`src/rtl/bfec_pkg.sv`:
```
package bfec_pkg;
  typedef enum logic [1:0] {
    KIND_FETCH    = 2'd0,
    KIND_READ     = 2'd1,
    KIND_WRITE    = 2'd2,
    KIND_RELWRITE = 2'd3
  } accKind_e;

  localparam logic [1:0] SZ_BYTE = 2'd0;

  localparam logic [7:0] VEC_BUS  = 8'd2;
  localparam logic [7:0] VEC_ADDR = 8'd3;

  typedef struct packed {
    logic [1:0] size;
    logic       isWrite;
    logic [1:0] kind;
    logic [2:0] fc;
  } faultStatus_t;

  typedef enum logic [1:0] {
    SEL_NONE     = 2'd0,
    SEL_RELWRITE = 2'd1,
    SEL_DATA     = 2'd2,
    SEL_FETCH    = 2'd3
  } reportSel_e;

  typedef struct packed {
    logic       addrErr;
    logic       capFetch;
    logic       capRelWrite;
    logic       capData;
    logic       moveFetch;
    reportSel_e loadSel;
  } ctrlStrobes_t;
endpackage

```
`src/rtl/bfec_control.sv`:
```
module bfec_control
  import bfec_pkg::*;
#(
  parameter int TAG_W = 2
) (
  input  logic               clk,
  input  logic               rstN,
  input  logic               extBerr,
  input  logic               modBerr,
  input  logic               wdogTimeout,
  input  logic               accValid,
  input  accKind_e           accKind,
  input  logic [1:0]         accSize,
  input  logic               addrLsb,
  input  logic [TAG_W-1:0]   accTag,
  input  logic               consumeValid,
  input  logic [TAG_W-1:0]   consumeTag,
  input  logic               flush,
  input  logic               instBoundary,
  input  logic               opAttempt,
  input  logic               inExcEntry,
  input  logic               inRteStack,
  input  logic               excAck,
  output ctrlStrobes_t       strobes,
  output logic               excReq,
  output logic               halted
);
  localparam int NUM_TAGS = 1 << TAG_W;

  logic                berrAny, misaligned, faultNow, doubleFault, acceptFault;
  logic                trig, consumeHit;
  logic [NUM_TAGS-1:0] markV, markNext;
  logic                rwV, rwDue, dataV, fetchDueV, reqQ, haltQ;
  reportSel_e          sel;

  always_comb begin
    berrAny     = extBerr | modBerr | wdogTimeout;
    misaligned  = (accSize != SZ_BYTE) && addrLsb;
    faultNow    = accValid && (berrAny || misaligned) && !haltQ;
    doubleFault = faultNow && (inExcEntry || inRteStack);
    acceptFault = faultNow && !doubleFault;
    trig        = instBoundary || opAttempt;
    consumeHit  = consumeValid && markV[consumeTag] && !haltQ;

    sel = SEL_NONE;
    if (!reqQ && !haltQ) begin
      if (rwDue)          sel = SEL_RELWRITE;
      else if (dataV)     sel = SEL_DATA;
      else if (fetchDueV) sel = SEL_FETCH;
    end

    strobes.addrErr     = misaligned;
    strobes.capFetch    = acceptFault && (accKind == KIND_FETCH);
    strobes.capData     = acceptFault && (accKind == KIND_READ || accKind == KIND_WRITE) && !dataV;
    strobes.capRelWrite = acceptFault && (accKind == KIND_RELWRITE) && !rwV;
    strobes.moveFetch   = consumeHit;
    strobes.loadSel     = sel;
  end

  always_comb begin
    markNext = markV;
    if (consumeHit) markNext[consumeTag] = 1'b0;
    if (flush) markNext = '0;
    if (strobes.capFetch) markNext[accTag] = 1'b1;
  end

  always_ff @(posedge clk or negedge rstN) begin
    if (!rstN) begin
      markV     <= '0;
      rwV       <= 1'b0;
      rwDue     <= 1'b0;
      dataV     <= 1'b0;
      fetchDueV <= 1'b0;
      reqQ      <= 1'b0;
      haltQ     <= 1'b0;
    end else if (doubleFault) begin
      haltQ <= 1'b1;
      reqQ  <= 1'b0;
    end else if (!haltQ) begin
      markV <= markNext;
      if (reqQ && excAck)      reqQ <= 1'b0;
      else if (sel != SEL_NONE) reqQ <= 1'b1;
      if (strobes.capRelWrite)     rwV <= 1'b1;
      else if (sel == SEL_RELWRITE) rwV <= 1'b0;
      rwDue <= (rwDue || (rwV && trig)) && (sel != SEL_RELWRITE);
      if (strobes.capData)      dataV <= 1'b1;
      else if (sel == SEL_DATA) dataV <= 1'b0;
      if (consumeHit)            fetchDueV <= 1'b1;
      else if (sel == SEL_FETCH) fetchDueV <= 1'b0;
    end
  end

  assign excReq = reqQ;
  assign halted = haltQ;

  // request holds until acknowledged
  p_req_held_r9: assert property (@(posedge clk) disable iff (!rstN)
    (excReq && !excAck && !halted && !inExcEntry && !inRteStack) |=> excReq);

  // halt is left only through reset
  p_halt_sticky_r11: assert property (@(posedge clk) disable iff (!rstN)
    halted |=> halted);

  // no request while halted
  p_halt_no_req_r10: assert property (@(posedge clk) disable iff (!rstN)
    halted |-> !excReq);

  // a data fault loses to a due released write and keeps waiting
  p_data_waits_r7: assert property (@(posedge clk) disable iff (!rstN)
    (rwDue && dataV && !excReq && !halted && !doubleFault) |=> (dataV && excReq));
endmodule

```
`src/rtl/bfec_datapath.sv`:
```
module bfec_datapath
  import bfec_pkg::*;
#(
  parameter int ADDR_W = 32,
  parameter int TAG_W  = 2
) (
  input  logic              clk,
  input  logic              rstN,
  input  ctrlStrobes_t      strobes,
  input  accKind_e          accKind,
  input  logic [1:0]        accSize,
  input  logic [2:0]        accFc,
  input  logic [ADDR_W-1:0] accAddr,
  input  logic [TAG_W-1:0]  accTag,
  input  logic [TAG_W-1:0]  consumeTag,
  output logic [7:0]        excVector,
  output faultStatus_t      faultStatus,
  output logic [ADDR_W-1:0] faultAddr
);
  localparam int NUM_TAGS = 1 << TAG_W;

  logic [7:0]        newVec;
  faultStatus_t      newStat;

  logic [7:0]        fetchVec  [NUM_TAGS];
  faultStatus_t      fetchStat [NUM_TAGS];
  logic [ADDR_W-1:0] fetchAddr [NUM_TAGS];

  logic [7:0]        rwVec, dataVec, dueVec;
  faultStatus_t      rwStat, dataStat, dueStat;
  logic [ADDR_W-1:0] rwAddr, dataAddr, dueAddr;

  always_comb begin
    newVec          = strobes.addrErr ? VEC_ADDR : VEC_BUS;
    newStat.size    = accSize;
    newStat.isWrite = (accKind == KIND_WRITE) || (accKind == KIND_RELWRITE);
    newStat.kind    = accKind;
    newStat.fc      = accFc;
  end

  for (genvar t = 0; t < NUM_TAGS; t++) begin : g_slot
    always_ff @(posedge clk or negedge rstN) begin
      if (!rstN) begin
        fetchVec[t]  <= '0;
        fetchStat[t] <= '0;
        fetchAddr[t] <= '0;
      end else if (strobes.capFetch && accTag == TAG_W'(t)) begin
        fetchVec[t]  <= newVec;
        fetchStat[t] <= newStat;
        fetchAddr[t] <= accAddr;
      end
    end
  end

  always_ff @(posedge clk or negedge rstN) begin
    if (!rstN) begin
      rwVec   <= '0; rwStat   <= '0; rwAddr   <= '0;
      dataVec <= '0; dataStat <= '0; dataAddr <= '0;
      dueVec  <= '0; dueStat  <= '0; dueAddr  <= '0;
      excVector <= '0; faultStatus <= '0; faultAddr <= '0;
    end else begin
      if (strobes.capRelWrite) begin
        rwVec <= newVec; rwStat <= newStat; rwAddr <= accAddr;
      end
      if (strobes.capData) begin
        dataVec <= newVec; dataStat <= newStat; dataAddr <= accAddr;
      end
      if (strobes.moveFetch) begin
        dueVec  <= fetchVec[consumeTag];
        dueStat <= fetchStat[consumeTag];
        dueAddr <= fetchAddr[consumeTag];
      end
      case (strobes.loadSel)
        SEL_RELWRITE: begin excVector <= rwVec;   faultStatus <= rwStat;   faultAddr <= rwAddr;   end
        SEL_DATA:     begin excVector <= dataVec; faultStatus <= dataStat; faultAddr <= dataAddr; end
        SEL_FETCH:    begin excVector <= dueVec;  faultStatus <= dueStat;  faultAddr <= dueAddr;  end
        default: ;
      endcase
    end
  end
endmodule

```
`src/rtl/bus_fault_ctrl.sv`:
```
module bus_fault_ctrl
  import bfec_pkg::*;
#(
  parameter int ADDR_W = 32,
  parameter int TAG_W  = 2
) (
  input  logic              clk,
  input  logic              rstN,
  input  logic              extBerr,
  input  logic              modBerr,
  input  logic              wdogTimeout,
  input  logic              accValid,
  input  logic [1:0]        accKind,
  input  logic [1:0]        accSize,
  input  logic [2:0]        accFc,
  input  logic [ADDR_W-1:0] accAddr,
  input  logic [TAG_W-1:0]  accTag,
  input  logic              consumeValid,
  input  logic [TAG_W-1:0]  consumeTag,
  input  logic              flush,
  input  logic              instBoundary,
  input  logic              opAttempt,
  input  logic              inExcEntry,
  input  logic              inRteStack,
  input  logic              excAck,
  output logic              excReq,
  output logic [7:0]        excVector,
  output logic [7:0]        faultStatus,
  output logic [ADDR_W-1:0] faultAddr,
  output logic              halted
);
  ctrlStrobes_t strobes;
  faultStatus_t statWord;
  accKind_e     kindE;

  assign kindE       = accKind_e'(accKind);
  assign faultStatus = statWord;

  bfec_control #(.TAG_W(TAG_W)) u_ctrl (
    .clk(clk), .rstN(rstN),
    .extBerr(extBerr), .modBerr(modBerr), .wdogTimeout(wdogTimeout),
    .accValid(accValid), .accKind(kindE), .accSize(accSize), .addrLsb(accAddr[0]),
    .accTag(accTag), .consumeValid(consumeValid), .consumeTag(consumeTag),
    .flush(flush), .instBoundary(instBoundary), .opAttempt(opAttempt),
    .inExcEntry(inExcEntry), .inRteStack(inRteStack), .excAck(excAck),
    .strobes(strobes), .excReq(excReq), .halted(halted)
  );

  bfec_datapath #(.ADDR_W(ADDR_W), .TAG_W(TAG_W)) u_data (
    .clk(clk), .rstN(rstN), .strobes(strobes),
    .accKind(kindE), .accSize(accSize), .accFc(accFc), .accAddr(accAddr),
    .accTag(accTag), .consumeTag(consumeTag),
    .excVector(excVector), .faultStatus(statWord), .faultAddr(faultAddr)
  );

  // the reported record is frozen while the request is held
  p_report_stable_r9: assert property (@(posedge clk) disable iff (!rstN)
    (excReq && $past(excReq)) |-> ($stable(excVector) && $stable(faultStatus) && $stable(faultAddr)));

  // only the two defined vectors are ever presented
  p_vector_legal_r2: assert property (@(posedge clk) disable iff (!rstN)
    excReq |-> (excVector == VEC_BUS || excVector == VEC_ADDR));
endmodule

```
`config.mk`:
```
export PLATFORM = sky130hd
export DESIGN_NAME = bus_fault_ctrl
export DESIGN_NICKNAME = d
export VERILOG_FILES = /design/src/rtl/bfec_pkg.sv /design/src/rtl/bfec_control.sv /design/src/rtl/bfec_datapath.sv /design/src/rtl/bus_fault_ctrl.sv
export SDC_FILE = /design/constraint.sdc
export NUM_CORES = 1
export LEC_CHECK = 0
export ABC_AREA = 1
export BUFFER_PORTS_ARGS = -buffer_cell sky130_fd_sc_hd__buf_2
export CAP_MARGIN = 30
export CELL_PAD_IN_SITES_DETAIL_PLACEMENT = 1
export CELL_PAD_IN_SITES_GLOBAL_PLACEMENT = 1
export CORE_AREA = 2 2 278 143
export DETAILED_ROUTE_END_ITERATION = 8
export DIE_AREA = 0 0 280 145
export HOLD_SLACK_MARGIN = 0.05
export PLACE_DENSITY = 0.77
export SLEW_MARGIN = 20
export SYNTH_ARGS = -nofsm -noshare
export SYNTH_HDL_FRONTEND = slang
export SYNTH_SLANG_ARGS = --single-unit
```
`constraint.sdc`:
```
create_clock -name clk -period 1.6 [get_ports clk]
set_clock_uncertainty 0.2 [all_clocks]
set_input_delay 0.08 -clock clk [delete_from_list [all_inputs] [get_ports clk]]
set_output_delay 0.08 -clock clk [all_outputs]
set_load 0.01 [all_outputs]
```
==> report_table.html, run 1 <==
<table>
<tr><th>Metric</th><th>Value</th></tr>
<tr><th colspan="2">GRT</th></tr>
<tr><td>Maximum number of pins on one net before global-route repair</td><td>68</td></tr>
<tr><td>GRT Resource Usage Total</td><td>0.307</td></tr>
<tr><td>Initial antenna violation count</td><td>4</td></tr>
<tr><td>First-pass GRT wire length</td><td>95,100 µm</td></tr>
<tr><td>Congestion Overflow GR</td><td>0</td></tr>
<tr><td>Number of global-route vias before repair</td><td>15,300</td></tr>
<tr><th colspan="2">Detailed routing</th></tr>
<tr><td>Detailed-route wire length on metal 1</td><td>31,800 µm</td></tr>
<tr><td>Detail Route Antenna Nets</td><td>0</td></tr>
<tr><td>Top sig layer</td><td>met5</td></tr>
<tr><td>Final Routed Wirelength</td><td>82,100 µm</td></tr>
<tr><td>Total number of vias</td><td>16,800</td></tr>
<tr><td>Metal2 WL</td><td>35,900 µm</td></tr>
<tr><td>Detailed Routing Iterations Pass 1</td><td>5</td></tr>
<tr><td>Number of DRC markers after the initial detailed-route iteration</td><td>2,156</td></tr>
<tr><td>Residual DRC count</td><td>0</td></tr>
<tr><td>Vias per cell</td><td>6.26</td></tr>
<tr><td>Wire length per cell after detailed routing</td><td>30.6 µm</td></tr>
<tr><td>Wire length on met3</td><td>9720 µm</td></tr>
<tr><th colspan="2">Setup path</th></tr>
<tr><td>Slack of the worst reg-to-reg path</td><td>-0.47 ns</td></tr>
<tr><td>Highest net fanout along the worst path</td><td>12</td></tr>
<tr><td>Reg-to-reg critical path startpoint</td><td>u_ctrl.halted$_DFFE_PN0N_</td></tr>
<tr><td>Startpoint class of the critical path</td><td>register</td></tr>
<tr><td>Worst path arrival time</td><td>2.29 ns</td></tr>
<tr><td>Beginning of the critical path</td><td>u_ctrl.halted$_DFFE_PN0N_</td></tr>
<tr><td>Worst Reg-to-Reg Cells</td><td>9</td></tr>
<tr><td>Reg2Reg Capture Point</td><td>u_data.faultAddr[6]$_DFFE_PN0P_</td></tr>
<tr><td>Kind of end point of the critical path</td><td>register</td></tr>
<tr><td>Capture point of the worst path</td><td>u_data.faultAddr[6]$_DFFE_PN0P_</td></tr>
<tr><td>Critical path type</td><td>register to register</td></tr>
<tr><td>Required arrival time at the worst endpoint</td><td>1.82 ns</td></tr>
<tr><th colspan="2">Clock network</th></tr>
<tr><td>Root buffer cell</td><td>sky130_fd_sc_hd__clkbuf_16</td></tr>
<tr><td>Number of buffers created by CTS</td><td>36</td></tr>
<tr><td>Post-CTS clock slew at the launch and capture registers of the worst setup and hold paths</td><td>0.07 ns</td></tr>
<tr><td>CTS H-Tree Depth</td><td>2</td></tr>
<tr><td>CTS tree</td><td>done</td></tr>
<tr><td>Number of buffers added to fix hold violations after cts</td><td>52</td></tr>
<tr><td>Insertion delay to the later sink of the worst-skew pair</td><td>0.57 ns</td></tr>
<tr><td>Maximum buffer depth of the clock tree</td><td>3</td></tr>
<tr><td>Number of clock sinks</td><td>346</td></tr>
<tr><th colspan="2">Die</th></tr>
<tr><td>Die outline area</td><td>0.0406 mm²</td></tr>
<tr><td>I/O Pins</td><td>106</td></tr>
<tr><td>Initial core utilization</td><td>0.404</td></tr>
<tr><td>Standard-cell rows</td><td>51</td></tr>
<tr><td>Horiz. Die Dim</td><td>280 µm</td></tr>
<tr><td>Die height</td><td>145 µm</td></tr>
<tr><td>Area of the core</td><td>0.0382 mm²</td></tr>
<tr><th colspan="2">Yosys</th></tr>
<tr><td>Post-synth cell types</td><td>29</td></tr>
<tr><td>Mean area per synthesized cell</td><td>8.29 µm²</td></tr>
<tr><td>Portion of the post-synthesis area used by sequential elements</td><td>0.560</td></tr>
<tr><td>Netlist Area Pre-Place</td><td>0.0155 mm²</td></tr>
<tr><td>Warning count from the yosys run</td><td>0</td></tr>
<tr><td>Synth Register Bits</td><td>346</td></tr>
<tr><td>Gate count after technology mapping</td><td>1,863</td></tr>
<tr><th colspan="2">STA</th></tr>
<tr><td>Tightest hold margin</td><td>-0.0124 ns</td></tr>
<tr><td>Maximum clock frequency</td><td>483 MHz</td></tr>
<tr><td>Count of pins over their slew limit</td><td>0</td></tr>
<tr><td>Final cycle utilization of the critical path</td><td>1.29</td></tr>
<tr><td>Min setup slack post-route</td><td>-0.471 ns</td></tr>
<tr><td>Relative slew slack</td><td>0.670</td></tr>
<tr><td>Shortest clock period the worst path allows after layout</td><td>2.07 ns</td></tr>
<tr><td>Final Hold Fails</td><td>1</td></tr>
<tr><td>RSZ-0062 raised after global routing</td><td>true</td></tr>
<tr><td>Final setup viols</td><td>345</td></tr>
<tr><td>Worst Max-Slew Pin Slew</td><td>0.492 ns</td></tr>
<tr><th colspan="2">Power</th></tr>
<tr><td>Worst ir drop on vdd</td><td>0.597 mV</td></tr>
<tr><td>Total power divided by cell area</td><td>818 mW/mm²</td></tr>
<tr><td>Leak</td><td>0.0111 µW</td></tr>
<tr><th colspan="2">Placed design</th></tr>
<tr><td>Setup Slack @ Placement</td><td>-0.411 ns</td></tr>
<tr><td>Buffers on Ports</td><td>99</td></tr>
<tr><td>Placed Instance Area</td><td>0.0173 mm²</td></tr>
<tr><td>Weighted congestion reported at the end of routability-driven placement</td><td>0.858</td></tr>
<tr><td>Estimated wirelength of the detail-placed design</td><td>38,200 µm</td></tr>
<tr><th colspan="2">Hold path</th></tr>
<tr><td>Hold Startpoint</td><td>accSize[1]</td></tr>
<tr><td>Worst min-delay path class</td><td>input port to register</td></tr>
<tr><th colspan="2">Cells and area</th></tr>
<tr><td>Final non-filler cell area</td><td>0.0227 mm²</td></tr>
<tr><td>Most frequent cells in the layout</td><td>343 x sky130_fd_sc_hd__dfrtp_1, 312 x sky130_fd_sc_hd__nand2_1, 176 x sky130_fd_sc_hd__nand3_1</td></tr>
<tr><td>Layout-stage area growth over the synthesis result</td><td>47.2%</td></tr>
<tr><td>Total number of nets in the final design</td><td>2,210</td></tr>
<tr><td>Most common library cell in the layout ignoring fill and taps</td><td>sky130_fd_sc_hd__dfrtp_1</td></tr>
<tr><td>Share of layout cells above drive strength 1</td><td>0.359</td></tr>
<tr><td>Filler cell count</td><td>4,146</td></tr>
<tr><th colspan="2">Outcome</th></tr>
<tr><td>Run status</td><td>finished with violations</td></tr>
<tr><td>Violated checks</td><td>negative hold slack, negative setup slack</td></tr>
<tr><th colspan="2">Run</th></tr>
<tr><td>Max cap viols</td><td>0</td></tr>
</table>
-- registers in the layout, indices dropped and copies added (netlist names) --
| signal | cells |
|---|---|
| u_ctrl.markV | 4 |
| u_data.rwVec | 2 |
| u_data.rwAddr | 32 |
| u_data.fetchStat | 32 |
| u_data.fetchVec | 8 |
| u_ctrl.dataV | 1 |
| u_ctrl.rwV | 1 |
| u_data.rwStat | 8 |
| u_ctrl.rwDue | 1 |
| u_data.dueStat | 8 |
| u_data.dataAddr | 32 |
| u_data.dataVec | 2 |
| u_data.dueAddr | 32 |
| u_ctrl.excReq | 1 |
| u_ctrl.fetchDueV | 1 |
| u_ctrl.halted | 1 |
| u_data.excVector | 2 |
| u_data.faultAddr | 32 |
| u_data.faultStatus | 8 |
| u_data.fetchAddr | 128 |
| u_data.dueVec | 2 |
| u_data.dataStat | 8 |
-- cells by family (layout without fill, tap and decap cells) --
kind of cell | Yosys count | in the layout | share of synthesized area
DFF | 346 | 346 | 0.560
buffers and inverters | 285 | 590 | 0.0855
other | 1 | 8 | 0.000243
AOI/OAI and AO/OA | 299 | 299 | 0.105
and+or+nand+nor | 929 | 929 | 0.246
adders and majority gates | 3 | 3 | 0.00243
-- per-layer routing --
| metal | up-vias | global-route usage |
|---|---|---|
| met2 | 1254 | 0.442 |
| li1 | 6558 | - |
| met4 | 2 | 0.0837 |
| met5 | - | 0 |
| met3 | 389 | 0.0965 |
| met1 | 8574 | 0.445 |
-- Yosys cell counts (all sizes together) --
cell / n / share of area
nand2: 586 / 0.14
dfrtp: 346 / 0.56
o21ai: 229 / 0.075
nand3: 214 / 0.070
inv: 159 / 0.039
nor2: 127 / 0.032
buf: 71 / 0.033
clkbuf: 52 / 0.013
a22oi: 41 / 0.020
a21oi: 17 / 0.0055
o22ai: 10 / 0.0040
clkinv: 3 / 0.00073
ha: 3 / 0.0024
a21boi: 1 / 0.00073
conb: 1 / 0.00024
nand3b: 1 / 0.00049
nand4: 1 / 0.00041
o2111ai: 1 / 0.00057
-- where the power goes --
group | internal [µW] | switching (µW) | leakage [µW]
combinational | 323 | 808 | 0.00600
clock | 4690 | 4000 | 0.000559
sequential | 8770 | 23.0 | 0.00456
total | 13800 | 4830 | 0.0111
-- how the worst min path moves through the flow --
| stage | cells past startpoint | endpoint | slack [ns] |
|---|---|---|---|
| finish | 4 | u_data.dataVec[0]$_DFFE_PN0P_ | -0.01 |
| global route | 4 | u_data.dataVec[0]$_DFFE_PN0P_ | -0.05 |
| floorplan | 0 | u_ctrl.dataV$_DFFE_PN0P_ | -0.42 |
| global placement | 1 | u_data.dataAddr[7]$_DFFE_PN0P_ | -0.20 |
| CTS | 4 | u_data.rwVec[0]$_DFFE_PN0P_ | -0.04 |
| detailed placement | 1 | u_data.dataAddr[7]$_DFFE_PN0P_ | -0.20 |
-- final cells by class --
class                           instances  area [µm²]  area share
Clock inverter                         10        81.3     0.00358
Timing Repair Buffer                  368        4290       0.189
Clock buffer                           50        1030      0.0455
Inverter                              162         611      0.0268
Tap cell                              503         629      0.0277
Multi-Input combinational cell       1237        7430       0.327
Antenna cell                            2        5.00    0.000220
Sequential cell                       346        8660       0.381
-- critical path: stages (launching register included) --
cell and delay (ns):
sky130_fd_sc_hd__dfrtp_2 0.46, sky130_fd_sc_hd__nor2_4 0.22, sky130_fd_sc_hd__o21ai_4 0.15, sky130_fd_sc_hd__buf_6 0.15, sky130_fd_sc_hd__nand2_8 0.08, sky130_fd_sc_hd__buf_12 0.15
sky130_fd_sc_hd__buf_12 0.14, sky130_fd_sc_hd__o21ai_1 0.06, sky130_fd_sc_hd__nor2_1 0.21, sky130_fd_sc_hd__nor2_1 0.09
-- timing repair --
item,4_1_cts,5_1_grt
endpoints found under the hold margin,605,2
endpoints found under the setup margin,316,345
buffers inserted,17,18
cloned,19,40
resized for setup,165,576
pin swaps,45,74
-- through the flow --
stage	setup TNS, ns	cells	utilization	hold slack (ns)	total power, µW
after floorplan	-0.749	1868	-	-0.416	9170
after global placement	-44.64	2480	0.451	-0.204	9820
after detailed placement	-57.22	2480	0.451	-0.200	9840
after CTS	-50.82	2625	0.524	-0.0396	18200
after global routing	-113.14	2676	0.595	-0.0487	18900
final	-109.44	2678	0.595	-0.0124	18600
Power figures use the tool's default switching activity.
==> run 2, diff against run 1 <==
BUFFER_PORTS_ARGS = -buffer_cell sky130_fd_sc_hd__buf_4   (was -buffer_cell sky130_fd_sc_hd__buf_2)
CAP_MARGIN = not set   (was 30)
CORE_AREA = 2 2 272 140   (was 2 2 278 143)
CTS_BUF_LIST = sky130_fd_sc_hd__clkbuf_2 sky130_fd_sc_hd__clkbuf_4 sky130_fd_sc_hd__clkbuf_8   (was not set)
DIE_AREA = 0 0 274 142   (was 0 0 280 145)
PLACE_DENSITY = 0.8   (was 0.77)
==> report_table.html, run 2 (synthesis results as in run 1) <==
<table>
<tr><th>Metric</th><th>Value</th></tr>
<tr><th colspan="2">STA</th></tr>
<tr><td>Final setup viols</td><td>347 (+0.58%)</td></tr>
<tr><td>Tightest hold margin</td><td>0.0623 ns (+0.0747 ns)</td></tr>
<tr><td>Relative slew slack</td><td>0.643 (-0.0274)</td></tr>
<tr><td>RSZ-0062 raised after global routing</td><td>true</td></tr>
<tr><td>Maximum clock frequency</td><td>458 MHz (-5.2%)</td></tr>
<tr><td>Count of pins over their slew limit</td><td>0 (unchanged)</td></tr>
<tr><td>Min setup slack post-route</td><td>-0.584 ns (-0.113 ns)</td></tr>
<tr><td>Worst Max-Slew Pin Slew</td><td>0.536 ns (+0.0441 ns)</td></tr>
<tr><td>Final Hold Fails</td><td>0 (-1)</td></tr>
<tr><td>Final cycle utilization of the critical path</td><td>1.37 (+0.0707)</td></tr>
<tr><td>Shortest clock period the worst path allows after layout</td><td>2.18 ns (+0.113 ns)</td></tr>
<tr><th colspan="2">Setup path</th></tr>
<tr><td>Worst-path cell with the longest stage delay</td><td>sky130_fd_sc_hd__dlygate4sd3_1</td></tr>
<tr><td>Cell chain of the critical path</td><td>dlygate4sd3_1 -&gt; buf_4 -&gt; buf_4 -&gt; ha_1 -&gt; inv_1 -&gt; nor2_1 -&gt; nand3_4 -&gt; buf_12 -&gt; o21ai_0</td></tr>
<tr><td>Worst path arrival time</td><td>2.51 ns (+0.22 ns)</td></tr>
<tr><td>Kind of end point of the critical path</td><td>register</td></tr>
<tr><td>Worst Reg-to-Reg Cells</td><td>7 (-2)</td></tr>
<tr><td>Reg2Reg Capture Point</td><td>u_data.faultAddr[14]$_DFFE_PN0P_</td></tr>
<tr><td>Critical path type</td><td>input port to register</td></tr>
<tr><td>Startpoint class of the critical path</td><td>input port</td></tr>
<tr><td>Highest net fanout along the worst path</td><td>26 (+14)</td></tr>
<tr><td>Slack of the worst reg-to-reg path</td><td>-0.55 ns (-0.08 ns)</td></tr>
<tr><td>Reg-to-reg critical path startpoint</td><td>u_ctrl.halted$_DFFE_PN0N_</td></tr>
<tr><td>Delay of the slowest critical-path stage</td><td>0.58 ns (+0.12 ns)</td></tr>
<tr><td>Dominant cell type by count on the critical path</td><td>sky130_fd_sc_hd__buf_4</td></tr>
<tr><td>Required arrival time at the worst endpoint</td><td>1.93 ns (+0.11 ns)</td></tr>
<tr><th colspan="2">Cells and area</th></tr>
<tr><td>Most frequent cells in the layout</td><td>395 x sky130_fd_sc_hd__nand2_1, 345 x sky130_fd_sc_hd__dfrtp_1, 187 x sky130_fd_sc_hd__nand3_1</td></tr>
<tr><td>Flip-flop count of the largest register after layout</td><td>128 (unchanged)</td></tr>
<tr><td>Share of layout cells above drive strength 1</td><td>0.321 (-0.0380)</td></tr>
<tr><td>Core occupancy in the finished layout</td><td>0.604 (+0.00905)</td></tr>
<tr><td>Layout-stage area growth over the synthesis result</td><td>43.3%</td></tr>
<tr><td>Total number of nets in the final design</td><td>2,206 (-0.18%)</td></tr>
<tr><td>Register with the highest flop count</td><td>u_data.fetchAddr</td></tr>
<tr><td>Most common library cell in the layout ignoring fill and taps</td><td>sky130_fd_sc_hd__nand2_1</td></tr>
<tr><th colspan="2">Detailed routing</th></tr>
<tr><td>Detailed Routing Iterations Pass 1</td><td>5 (unchanged)</td></tr>
<tr><td>Residual DRC count</td><td>0 (unchanged)</td></tr>
<tr><td>Total number of vias</td><td>16,900 (+0.64%)</td></tr>
<tr><td>Detail Route Antenna Nets</td><td>0 (unchanged)</td></tr>
<tr><td>Final Routed Wirelength</td><td>81,600 µm (-0.59%)</td></tr>
<tr><td>Number of DRC markers after the initial detailed-route iteration</td><td>2,330 (+8.1%)</td></tr>
<tr><td>Wire length per cell after detailed routing</td><td>30.4 µm (-0.74%)</td></tr>
<tr><td>Vias per cell</td><td>6.30 (+0.49%)</td></tr>
<tr><th colspan="2">GRT</th></tr>
<tr><td>Initial antenna violation count</td><td>6 (+2)</td></tr>
<tr><td>Maximum number of pins on one net before global-route repair</td><td>67 (-1.5%)</td></tr>
<tr><td>GRT Resource Usage Total</td><td>0.311 (+0.00365)</td></tr>
<tr><td>Number of global-route vias before repair</td><td>15,300 (+0.44%)</td></tr>
<tr><td>First-pass GRT wire length</td><td>91,900 µm (-3.3%)</td></tr>
<tr><td>Congestion Overflow GR</td><td>0 (unchanged)</td></tr>
<tr><th colspan="2">Die</th></tr>
<tr><td>Area of the core</td><td>0.0367 mm² (-4.1%)</td></tr>
<tr><td>Die outline area</td><td>0.0389 mm² (-4.2%)</td></tr>
<tr><td>Horiz. Die Dim</td><td>274 µm (-2.1%)</td></tr>
<tr><td>Die height</td><td>142 µm (-2.1%)</td></tr>
<tr><td>I/O Pins</td><td>106 (unchanged)</td></tr>
<tr><td>Initial core utilization</td><td>0.422 (+0.0172)</td></tr>
<tr><td>Standard-cell rows</td><td>50 (-2.0%)</td></tr>
<tr><th colspan="2">Clock network</th></tr>
<tr><td>Root buffer cell</td><td>sky130_fd_sc_hd__clkbuf_8</td></tr>
<tr><td>Number of buffers created by CTS</td><td>52 (+44%)</td></tr>
<tr><td>Number of clock sinks</td><td>346 (unchanged)</td></tr>
<tr><td>Maximum buffer depth of the clock tree</td><td>3 (unchanged)</td></tr>
<tr><td>CTS H-Tree Depth</td><td>2 (unchanged)</td></tr>
<tr><td>CTS tree</td><td>done</td></tr>
<tr><td>Insertion delay to the later sink of the worst-skew pair</td><td>0.67 ns (+0.10 ns)</td></tr>
<tr><td>Post-CTS clock slew at the launch and capture registers of the worst setup and hold paths</td><td>0.09 ns (+0.02 ns)</td></tr>
<tr><th colspan="2">Outcome</th></tr>
<tr><td>Run status</td><td>finished with violations</td></tr>
<tr><td>Violated checks</td><td>negative setup slack</td></tr>
<tr><th colspan="2">Hold path</th></tr>
<tr><td>Sink of the worst hold path</td><td>u_data.fetchAddr[74]$_DFFE_PN0P_</td></tr>
<tr><td>Worst min-delay path class</td><td>input port to register</td></tr>
<tr><td>Worst hold path depth</td><td>4 (unchanged)</td></tr>
<tr><td>Hold Startpoint</td><td>accAddr[10]</td></tr>
<tr><th colspan="2">Power</th></tr>
<tr><td>Worst ir drop on vdd</td><td>0.567 mV (-5.0%)</td></tr>
<tr><td>Total power divided by cell area</td><td>824 mW/mm² (+0.72%)</td></tr>
<tr><td>Design Power</td><td>18,200 µW (-1.9%)</td></tr>
<tr><td>Leak</td><td>0.0109 µW (-1.6%)</td></tr>
<tr><th colspan="2">Placed design</th></tr>
<tr><td>Weighted congestion reported at the end of routability-driven placement</td><td>0.864 (+0.70%)</td></tr>
<tr><td>Buffers on Ports</td><td>99 (unchanged)</td></tr>
<tr><td>Estimated wirelength of the detail-placed design</td><td>38,100 µm (-0.23%)</td></tr>
<tr><th colspan="2">Run</th></tr>
<tr><td>Max cap viols</td><td>0 (unchanged)</td></tr>
</table>
[run 2: critical path, delay by kind of cell]
kind	cells	cell delay (ns)
buf+inv	5	1.33
simple gates	2	0.48
compound gates	1	0.32
fa+ha+maj	1	0.28
[run 2: area by class of cell]
cell class	count	area [µm²]
multi-input combinational	1237	7040
clock buffer	89	1070
antenna	4	10.0
inverter	162	612
sequential	346	8660
tap	494	618
fill	4072	14500
clock inverter	2	10.0
timing repair buffer	348	4120
[run 2: how the worst max path moves through the flow]
stage,endpoint,start,slack (ns)
after floorplan,u_data.excVector[0]$_DFFE_PN0P_,u_ctrl.halted$_DFFE_PN0N_,-0.02
after global placement,u_data.faultAddr[8]$_DFFE_PN0P_,u_ctrl.halted$_DFFE_PN0N_,-0.29
after detailed placement,u_data.faultStatus[2]$_DFFE_PN0P_,u_ctrl.halted$_DFFE_PN0N_,-0.35
after CTS,u_data.fetchAddr[6]$_DFFE_PN0P_,u_ctrl.halted$_DFFE_PN0N_,-0.24
after global routing,u_data.faultAddr[14]$_DFFE_PN0P_,u_ctrl.halted$_DFFE_PN0N_,-0.55
final,u_data.rwAddr[8]$_DFFE_PN0P_,accKind[1],-0.58
[run 2: report_power, final]
part | internal [µW] | switching [µW]
logic | 378 | 830
clock network | 4190 | 4060
registers | 8770 | 23.5
[run 2: metrics by stage]
stage	std cells	cell area (µm²)	worst slack, ns	setup TNS, ns
after floorplan	1868	15500	-0.0245	-0.749
final	2682	22100	-0.584	-115.42
after detailed placement	2460	17600	-0.347	-57.93
after global placement	2460	17600	-0.290	-39.53
after global routing	2680	22100	-0.553	-123.35
after CTS	2624	19800	-0.245	-49.96
[run 2: layer usage]
layer	up-vias	track usage	part of all wire
li1	6544	-	-
met2	1448	0.455	0.42
met3	436	0.0832	0.13
met5	-	0	0.00070
met4	8	0.0784	0.061
met1	8448	0.457	0.38
[run 2: timing repair]
item                                    4_1_cts  5_1_grt
pin swaps                                     9       54
hold buffers                                 57        0
resized for setup                           128      417
cloned                                        4       41
hold endpoints to repair                    639        0
endpoints found under the setup margin      329      346
buffers inserted                             12       17
==> run 3, diff against run 2 <==
BUFFER_PORTS_ARGS = -buffer_cell sky130_fd_sc_hd__buf_2   (was -buffer_cell sky130_fd_sc_hd__buf_4)
SETUP_SLACK_MARGIN = 0.1   (was not set)
==> report_table.html, run 3 (synthesis results as in run 1) <==
<table>
<tr><th>Metric</th><th>Value</th></tr>
<tr><th colspan="2">Die</th></tr>
<tr><td>Horiz. Die Dim</td><td>274 µm (unchanged)</td></tr>
<tr><td>Die height</td><td>142 µm (unchanged)</td></tr>
<tr><td>Standard-cell rows</td><td>50 (unchanged)</td></tr>
<tr><td>Die outline area</td><td>0.0389 mm² (unchanged)</td></tr>
<tr><td>Initial core utilization</td><td>0.422 (unchanged)</td></tr>
<tr><td>Area of the core</td><td>0.0367 mm² (unchanged)</td></tr>
<tr><td>I/O Pins</td><td>106 (unchanged)</td></tr>
<tr><th colspan="2">STA</th></tr>
<tr><td>Count of pins over their slew limit</td><td>0 (unchanged)</td></tr>
<tr><td>Final cycle utilization of the critical path</td><td>1.34 (-0.0237)</td></tr>
<tr><td>RSZ-0062 raised after global routing</td><td>true</td></tr>
<tr><td>Final Hold Fails</td><td>0 (unchanged)</td></tr>
<tr><td>Final setup viols</td><td>347 (unchanged)</td></tr>
<tr><td>Relative slew slack</td><td>0.569 (-0.0740)</td></tr>
<tr><td>Shortest clock period the worst path allows after layout</td><td>2.15 ns (-0.0380 ns)</td></tr>
<tr><td>Final total negative setup slack</td><td>-113.67 ns (+1.75 ns)</td></tr>
<tr><td>Min setup slack post-route</td><td>-0.546 ns (+0.0380 ns)</td></tr>
<tr><td>Maximum clock frequency</td><td>466 MHz (+1.8%)</td></tr>
<tr><td>Worst Max-Slew Pin Slew</td><td>0.640 ns (+0.104 ns)</td></tr>
<tr><th colspan="2">Run</th></tr>
<tr><td>Max cap viols</td><td>0 (unchanged)</td></tr>
<tr><th colspan="2">GRT</th></tr>
<tr><td>Routing usage on met1</td><td>0.459 (+0.00159)</td></tr>
<tr><td>First-pass GRT wire length</td><td>95,200 µm (+3.6%)</td></tr>
<tr><td>GR Util met3</td><td>0.0838 (+0.000675)</td></tr>
<tr><td>Maximum number of pins on one net before global-route repair</td><td>72 (+7.5%)</td></tr>
<tr><td>Initial antenna violation count</td><td>1 (-5)</td></tr>
<tr><td>Met2 track utilization from global routing</td><td>0.484 (+0.0296)</td></tr>
<tr><td>Congestion Overflow GR</td><td>0 (unchanged)</td></tr>
<tr><td>Global route hottest layer</td><td>met2</td></tr>
<tr><td>GRT Resource Usage Total</td><td>0.324 (+0.0128)</td></tr>
<tr><td>Number of global-route vias before repair</td><td>15,700 (+2.2%)</td></tr>
<tr><th colspan="2">Detailed routing</th></tr>
<tr><td>Residual DRC count</td><td>0 (unchanged)</td></tr>
<tr><td>Detailed Routing Iterations Pass 1</td><td>5 (unchanged)</td></tr>
<tr><td>Final Routed Wirelength</td><td>74,100 µm (-9.2%)</td></tr>
<tr><td>Detail Route Antenna Nets</td><td>0 (unchanged)</td></tr>
<tr><td>Number of DRC markers after the initial detailed-route iteration</td><td>1,867 (-20%)</td></tr>
<tr><td>Wire length per cell after detailed routing</td><td>27.8 µm (-8.5%)</td></tr>
<tr><td>Total number of vias</td><td>16,100 (-4.4%)</td></tr>
<tr><td>Vias per cell</td><td>6.06 (-3.7%)</td></tr>
<tr><th colspan="2">Setup path</th></tr>
<tr><td>Highest net fanout along the worst path</td><td>19 (-27%)</td></tr>
<tr><td>Required arrival time at the worst endpoint</td><td>1.88 ns (-0.05 ns)</td></tr>
<tr><td>Kind of end point of the critical path</td><td>register</td></tr>
<tr><td>Critical path type</td><td>register to register</td></tr>
<tr><td>Worst path arrival time</td><td>2.43 ns (-0.08 ns)</td></tr>
<tr><td>Startpoint class of the critical path</td><td>register</td></tr>
<tr><th colspan="2">Clock network</th></tr>
<tr><td>Root buffer cell</td><td>sky130_fd_sc_hd__clkbuf_8</td></tr>
<tr><td>CTS tree</td><td>done</td></tr>
<tr><td>Post-CTS clock slew at the launch and capture registers of the worst setup and hold paths</td><td>0.08 ns (about the same)</td></tr>
<tr><td>Insertion delay to the later sink of the worst-skew pair</td><td>0.66 ns (about the same)</td></tr>
<tr><td>Number of buffers created by CTS</td><td>51 (-1.9%)</td></tr>
<tr><td>CTS H-Tree Depth</td><td>2 (unchanged)</td></tr>
<tr><td>Maximum buffer depth of the clock tree</td><td>3 (unchanged)</td></tr>
<tr><td>Number of clock sinks</td><td>346 (unchanged)</td></tr>
<tr><th colspan="2">Cells and area</th></tr>
<tr><td>Share of layout cells above drive strength 1</td><td>0.298 (-0.0232)</td></tr>
<tr><td>Layout-stage area growth over the synthesis result</td><td>39.4%</td></tr>
<tr><td>Flip-flop count of the largest register after layout</td><td>128 (unchanged)</td></tr>
<tr><td>Most common library cell in the layout ignoring fill and taps</td><td>sky130_fd_sc_hd__nand2_1</td></tr>
<tr><td>Register with the highest flop count</td><td>u_data.fetchAddr</td></tr>
<tr><td>Total number of nets in the final design</td><td>2,184 (-1.0%)</td></tr>
<tr><td>Filler cell count</td><td>4,127 (+1.4%)</td></tr>
<tr><td>Final non-filler cell area</td><td>0.0215 mm² (-2.7%)</td></tr>
<tr><td>Most frequent cells in the layout</td><td>484 x sky130_fd_sc_hd__nand2_1, 345 x sky130_fd_sc_hd__dfrtp_1, 162 x sky130_fd_sc_hd__nand3_1</td></tr>
<tr><td>Core occupancy in the finished layout</td><td>0.588 (-0.0165)</td></tr>
<tr><th colspan="2">Hold path</th></tr>
<tr><td>Worst min-delay path class</td><td>input port to register</td></tr>
<tr><th colspan="2">Power</th></tr>
<tr><td>Sw frac</td><td>0.261 (-0.00869)</td></tr>
<tr><td>Worst ir drop on vdd</td><td>0.511 mV (-9.8%)</td></tr>
<tr><td>Leak</td><td>0.0108 µW (-1.6%)</td></tr>
<tr><td>Design Power</td><td>18,300 µW (+0.20%)</td></tr>
<tr><td>Net switching power of the design</td><td>4760 µW (-3.0%)</td></tr>
<tr><td>Total power divided by cell area</td><td>848 mW/mm² (+3.0%)</td></tr>
<tr><td>Internal Dissipation</td><td>13,500 µW (+1.4%)</td></tr>
<tr><td>Proportion of power drawn by flip-flops and latches</td><td>0.481 (about the same)</td></tr>
<tr><td>Clock network power share</td><td>0.459 (+0.007)</td></tr>
<tr><td>Logic gate share of total power</td><td>0.060 (-0.006)</td></tr>
<tr><th colspan="2">Outcome</th></tr>
<tr><td>Run status</td><td>finished with violations</td></tr>
<tr><td>Violated checks</td><td>negative setup slack</td></tr>
<tr><th colspan="2">Placed design</th></tr>
<tr><td>Setup Slack @ Placement</td><td>-0.337 ns (+0.0105 ns)</td></tr>
<tr><td>Placed Instance Area</td><td>0.0173 mm² (-1.5%)</td></tr>
<tr><td>Buffers on Ports</td><td>99 (unchanged)</td></tr>
<tr><td>Estimated wirelength of the detail-placed design</td><td>36,900 µm (-3.0%)</td></tr>
<tr><td>Weighted congestion reported at the end of routability-driven placement</td><td>0.832 (-3.8%)</td></tr>
</table>
-- run 3: cell types whose count changed in the layout (fill, tap and decap cells not counted), moves of 27 or more --
cell                      previous run  this run
sky130_fd_sc_hd__nand3_2            20        47
sky130_fd_sc_hd__o21ai_0            90        50
sky130_fd_sc_hd__nand2_1           395       484
sky130_fd_sc_hd__buf_2               0        98
sky130_fd_sc_hd__o21ai_1            81       111
sky130_fd_sc_hd__nand2_4            76        26
sky130_fd_sc_hd__buf_4             180        69
sky130_fd_sc_hd__nand2_2           111        74
-- run 3: power groups by stage --
stage	Clock, µW	Combinational (µW)	Sequential [µW]
floorplan	0	225	8940
global placement	0	848	8940
detailed placement	0	875	8950
CTS	8180	1010	8780
global route	8750	1150	8780
finish	8390	1100	8790
-- run 3: worst max-delay path, cell delays in order, from the launching register on --
cell,delay (ns)
sky130_fd_sc_hd__dfrtp_1,0.41
sky130_fd_sc_hd__nand2_1,0.11
sky130_fd_sc_hd__nand2_1,0.08
sky130_fd_sc_hd__nand2_1,0.09
sky130_fd_sc_hd__nand2_2,0.10
sky130_fd_sc_hd__nand2_1,0.13
sky130_fd_sc_hd__nor2_4,0.06
sky130_fd_sc_hd__buf_12,0.15
sky130_fd_sc_hd__buf_12,0.15
sky130_fd_sc_hd__o21ai_0,0.52
-- run 3: what timing repair did --
item                                   CTS  global route
pin swaps                               33            53
gates resized for setup                195           275
endpoints found under the hold margin  643             0
cloned                                  16            17
setup endpoints to repair              346           349
hold buffers                            58             0
setup buffers                           13             5
-- run 3: path summary, 6_finish.rpt --
path / start / end / depth (start not counted) / slack [ns]
worst max-delay path: u_ctrl.markV[3]$_DFFE_PN0P_ / u_data.dueStat[5]$_DFFE_PN0N_ / 9 / -0.55
max in group asynchronous: rstN / u_data.dueAddr[17]$_DFFE_PN0N_ / 4 / 0.28
min in group asynchronous: rstN / u_data.dueAddr[11]$_DFFE_PN0N_ / 4 / 0.45
worst min register to register: u_data.dataVec[1]$_DFFE_PN0P_ / u_data.dataVec[1]$_DFFE_PN0P_ / 2 / 0.26
worst min-delay path: accAddr[24] / u_data.fetchAddr[120]$_DFFE_PN0P_ / 4 / 0.1
worst max register to register: u_ctrl.markV[3]$_DFFE_PN0P_ / u_data.dueStat[5]$_DFFE_PN0N_ / 9 / -0.55
-- run 3: cell type report --
class,count,area [µm²],area share
inverters,162,612,0.0284
repair buffers,327,3700,0.172
multi-input cells,1237,6790,0.315
flip-flops and latches,346,8660,0.402
well taps,494,618,0.0287
diodes,1,2.50,0.000116
clock buffers,89,1130,0.0525
clock inverters,5,31.3,0.00145
-- run 3: per-layer routing --
metal  routed length, µm  up-vias
met5                   0        -
met4                3660        0
met3                8580      327
met2               32500     1102
met1               29300     8208
li1                    -     6500
-- run 3: through the flow --
stage	hold slack (ns)	cells
floorplan	-0.416	1868
global placement	-0.220	2460
detailed placement	-0.214	2460
CTS	-0.0210	2641
global route	0.105	2661
finish	0.0996	2661
